**src/rtl/johnson_timer.sv**
```systemverilog
module johnson_timer #(
  parameter int K = 4
) (
  input  logic           clk,
  input  logic           clr_n,
  input  logic           en,
  output logic [K-1:0]   stage_q,
  output logic [2*K-1:0] phase
);
  localparam int N = 2 * K;

  logic [K-1:0] q_r;
  logic [K-2:0] edges;
  logic         legal;

  assign edges = q_r[K-1:1] ^ q_r[K-2:0];
  assign legal = (edges & (edges - 1'b1)) == '0;

  always_ff @(posedge clk or negedge clr_n) begin
    if (!clr_n)     q_r <= '0;
    else if (!legal) q_r <= '0;
    else if (en)    q_r <= {q_r[K-2:0], ~q_r[K-1]};
  end

  assign stage_q = q_r;

  logic [N-1:0] dec;
  assign dec[0] = ~q_r[0] & ~q_r[K-1];
  assign dec[K] =  q_r[0] &  q_r[K-1];

  for (genvar i = 1; i < K; i++) begin : g_dec
    assign dec[i]     =  q_r[i-1] & ~q_r[i];
    assign dec[K + i] = ~q_r[i-1] &  q_r[i];
  end

  assign phase = dec;
endmodule

```
**config.mk**
```make
export PLATFORM = sky130hd
export DESIGN_NAME = johnson_timer
export DESIGN_NICKNAME = d
export VERILOG_FILES = /design/src/rtl/johnson_timer.sv
export SDC_FILE = /design/constraint.sdc
export NUM_CORES = 1
export LEC_CHECK = 0
export BUFFER_PORTS_ARGS = -buffer_cell sky130_fd_sc_hd__buf_2
export CORE_AREA = 3 3 40 42
export CTS_CLUSTER_SIZE = 25
export DETAILED_ROUTE_END_ITERATION = 16
export DIE_AREA = 0 0 43 45
export GPL_ROUTABILITY_DRIVEN = 1
export PLACE_DENSITY = 0.42
export SETUP_SLACK_MARGIN = 0.2
export SLEW_MARGIN = 20
export SYNTH_ARGS = -nofsm -noshare
export SYNTH_HDL_FRONTEND = slang
export SYNTH_SLANG_ARGS = --single-unit
```
**constraint.sdc**
```tcl
create_clock -name clk -period 1.4 [get_ports clk]
set_clock_uncertainty 0.1 [all_clocks]
set_input_delay 0.14 -clock clk [delete_from_list [all_inputs] [get_ports clk]]
set_output_delay 0.14 -clock clk [all_outputs]
set_load 0.005 [all_outputs]
```
==> run_results.csv <==
group,metric,value,unit
outcome,outcome,"complete, but fails checks",
outcome,failed_checks,"negative setup slack",
worst_setup_path,regToRegEndpoint,"stage_q[2]",
power,power.density,2340,nW/um2
synthesis,postSynthCellCount,25,
floorplanning,start_util,21.4,%
floorplanning,chipWidth,43,um
detailed_routing,detailedRoute.firstPassIterationCount,2,
sta,report.final.setup_viol,3,
power,peakVddDrop,940,uV
synthesis,asyncSetResetFlopFracSynth,100,%
sta,timing.slew.headroom,89.5,%
worst_setup_path,crit-reg2reg-launch,"stage_q[2]",
detailed_routing,routed-via-count,297,
sta,clock.fmax,0.706,GHz
grt,via_count_of_the_first_global_routing_pass,290,
worst_hold_path,worst_hold_startpoint,"en",
cells_and_area,n_fill_cell,121,
worst_hold_path,min_to,"stage_q[3]",
detailed_routing,ant_nets,0,
synthesis,count_of_flip_flops_with_a_built_in_enable_after_synthesis,0,
cells_and_area,multi_input_comb_area,235,um2
detailed_routing,remaining_drc_errors,0,
sta,fin_worst_hold_slack,124,ps
cells_and_area,nets,68,
cells_and_area,syn2layout_area_growth,136,%
sta,finalHoldViolations,0,
worst_setup_path,timing.reg2reg.setup_slack,-20,ps
cells_and_area,postLayoutCoreUtil,50.6,%
worst_setup_path,worst_setup_path_start_kind,"flip-flop",
worst_setup_path,critPathCaptureType,"flip-flop",
clock_network,tritoncts.num_buffers,3,
synthesis,yosys_register_bits,4,
worst_setup_path,path_max_fanout,4,
worst_setup_path,r2r_cells,4,
clock_network,insertion_delay,230,ps
detailed_routing,drtIter0Drc,2,
job,drv_cap,0,
placed_design,placement.io_buffers,14,
synthesis,synth_nets,34,
synthesis,synthDistinctLibCells,10,
clock_network,clk_root_buffer_cell,"clkbuf_4",
cells_and_area,sequential_cell_area,101,um2
clock_network,clkSlewWorstSetupHoldPaths,40,ps
worst_setup_path,cp_data_arrival_time,1440,ps
cells_and_area,antenna_cells_inserted,0,
synthesis,synth_top_flop_cell,"dfrtp_1",
synthesis,synth_top_area_share,36.4,%
grt,grt_start_max_net_pins,7,
clock_network,clock_sinks,4,
placed_design,gp_weighted_congestion,0.736,
grt,grt_first_pass_wirelength,1.12,mm
power,totalPowerFinal,1520,uW
floorplanning,fp-row-count,13,
detailed_routing,drt-total-wl,750,um
worst_hold_path,holdPathStages,2,
cells_and_area,final_area,651,um2
synthesis,leading_cell_types_by_total_area_after_synthesis,"dfrtp_1 (36%), ha_1 (27%), mux2_1 (8.2%)",
worst_setup_path,required_time_of_the_critical_path,1420,ps
sta,min_period_over_period,101,%
grt,number_of_antenna_violations_at_the_first_check_in_global_routing,0,
grt,overflow,0,
detailed_routing,detail_route.wl_per_cell,10.4,um
synthesis,seq_area_frac_synth,36.4,%
floorplanning,floorplan.die_area,1940,um2
placed_design,dpl.hpwl,551,um
grt,groute.usage.overall,8.43,%
cells_and_area,largest_register_ffs,4,
worst_setup_path,crit_type,"flip-flop to flip-flop",
floorplanning,pin_count,15,
placed_design,detailedPlace.worstSlack,-34.7,ps
sta,maxSlewViolCount,0,
power,leakagePower,0.000329,uW
clock_network,clock_tree_from_tritoncts,"yes",
sta,timing_worst_slew_pin_value,157,ps
detailed_routing,vias_per_cell,4.13,
worst_hold_path,min_path_type,"primary input to flip-flop",
floorplanning,die_y,45,um
clock_network,clock_tree.htree_level_count,1,
floorplanning,core,1280,um2
placed_design,placed_area,424,um2
synthesis,count_leader_synth,"ha_1",
synthesis,postSynthAreaPerCell,11.0,um2
sta,grt_setup_unrepaired,"yes",
sta,fin_ws,-17.3,ps
sta,layout_min_cycle_time,1420,ps
synthesis,yosysWarnings,0,
synthesis,synth_top_cell_by_area,"dfrtp_1",
clock_network,cts_buffer_depth,2,
cells_and_area,drive_gt1_share,78.9,%
synthesis,synth.cell_area,275,um2
synthesis,synth.cells.most_frequent,"ha_1 (6), dfrtp_1 (4), inv_1 (4)",
what timing repair did:
item,in CTS,in global routing
cloned,0,0
pin swaps,5,3
endpoints found under the setup margin,12,13
hold buffers,1,0
endpoints found under the hold margin,4,0
gates resized for setup,26,8
setup buffers,5,1
metal layers:
layer,share of wire (%),global-route usage [%]
met4,0,5.42
met5,0,0
met1,37,6.55
met2,53,16.5
met3,9.7,3.98
stage by stage:
step                cells  setup TNS (ps)
floorplan              25           -46.1
finish                 72           -50.7
global route           72            -249
global placement       62            -153
detailed placement     62            -123
CTS                    71           -50.7
cell type report:
| cell class | count | share of cell area, % |
|---|---|---|
| Clock buffer | 3 | 3.46 |
| Inverter | 4 | 3.08 |
| Multi-Input combinational cell | 17 | 36.2 |
| Sequential cell | 4 | 15.6 |
| Tap cell | 15 | 2.88 |
| Timing Repair Buffer | 29 | 38.8 |
worst max-delay path, cell delays in order, from the launching register on:
cell and delay [ps]:
dfrtp_2 440, inv_2 100, ha_4 190, maj3_2 330
and2_4 140
cells in the final DEF (no fill, tap or decap):
cell type      synthesis  layout
buf_2                  0       8
maj3_2                 1       1
dlygate4sd3_1          0       1
nor2_1                 2       1
ha_1                   6       1
and2_4                 0       2
buf_4                  0       6
buf_6                  0      14
clkbuf_4               0       3
mux2_1                 2       2
nand2_1                1       1
or2b_1                 1       1
dfrtp_1                4       3
inv_6                  0       1
ha_4                   0       5
dfrtp_2                0       1
o211a_1                2       2
inv_2                  0       3
nor2_4                 0       1
report_power, final:
group	internal (uW)	switching, uW
sequential	175	70.8
clock	95.7	44.6
combinational	725	410
cell families (layout without fill, tap and decap cells):
kind of cell             after synthesis  count (layout)  synth area share (%)
AO/OA/AOI/OAI                          2               2                  7.27
adder cells (fa/ha/maj)                7               7                  31.4
buffers and inverters                  4              36                  5.45
flip-flops                             4               4                  36.4
multiplexers                           2               2                  8.18
AND/OR/NAND/NOR                        6               6                  11.4
how the worst max path moves through the flow:
stage                       to  slack, ps  cells after the start        from
global placement    stage_q[1]        -40                      4  stage_q[1]
CTS                 stage_q[2]        -20                      4  stage_q[0]
detailed placement  stage_q[1]        -30                      4  stage_q[1]
floorplan           stage_q[1]        -20                      4  stage_q[0]
finish              stage_q[2]        -20                      4  stage_q[2]
global route          phase[1]        -70                      5  stage_q[1]
(Power assumes the default switching activity.)
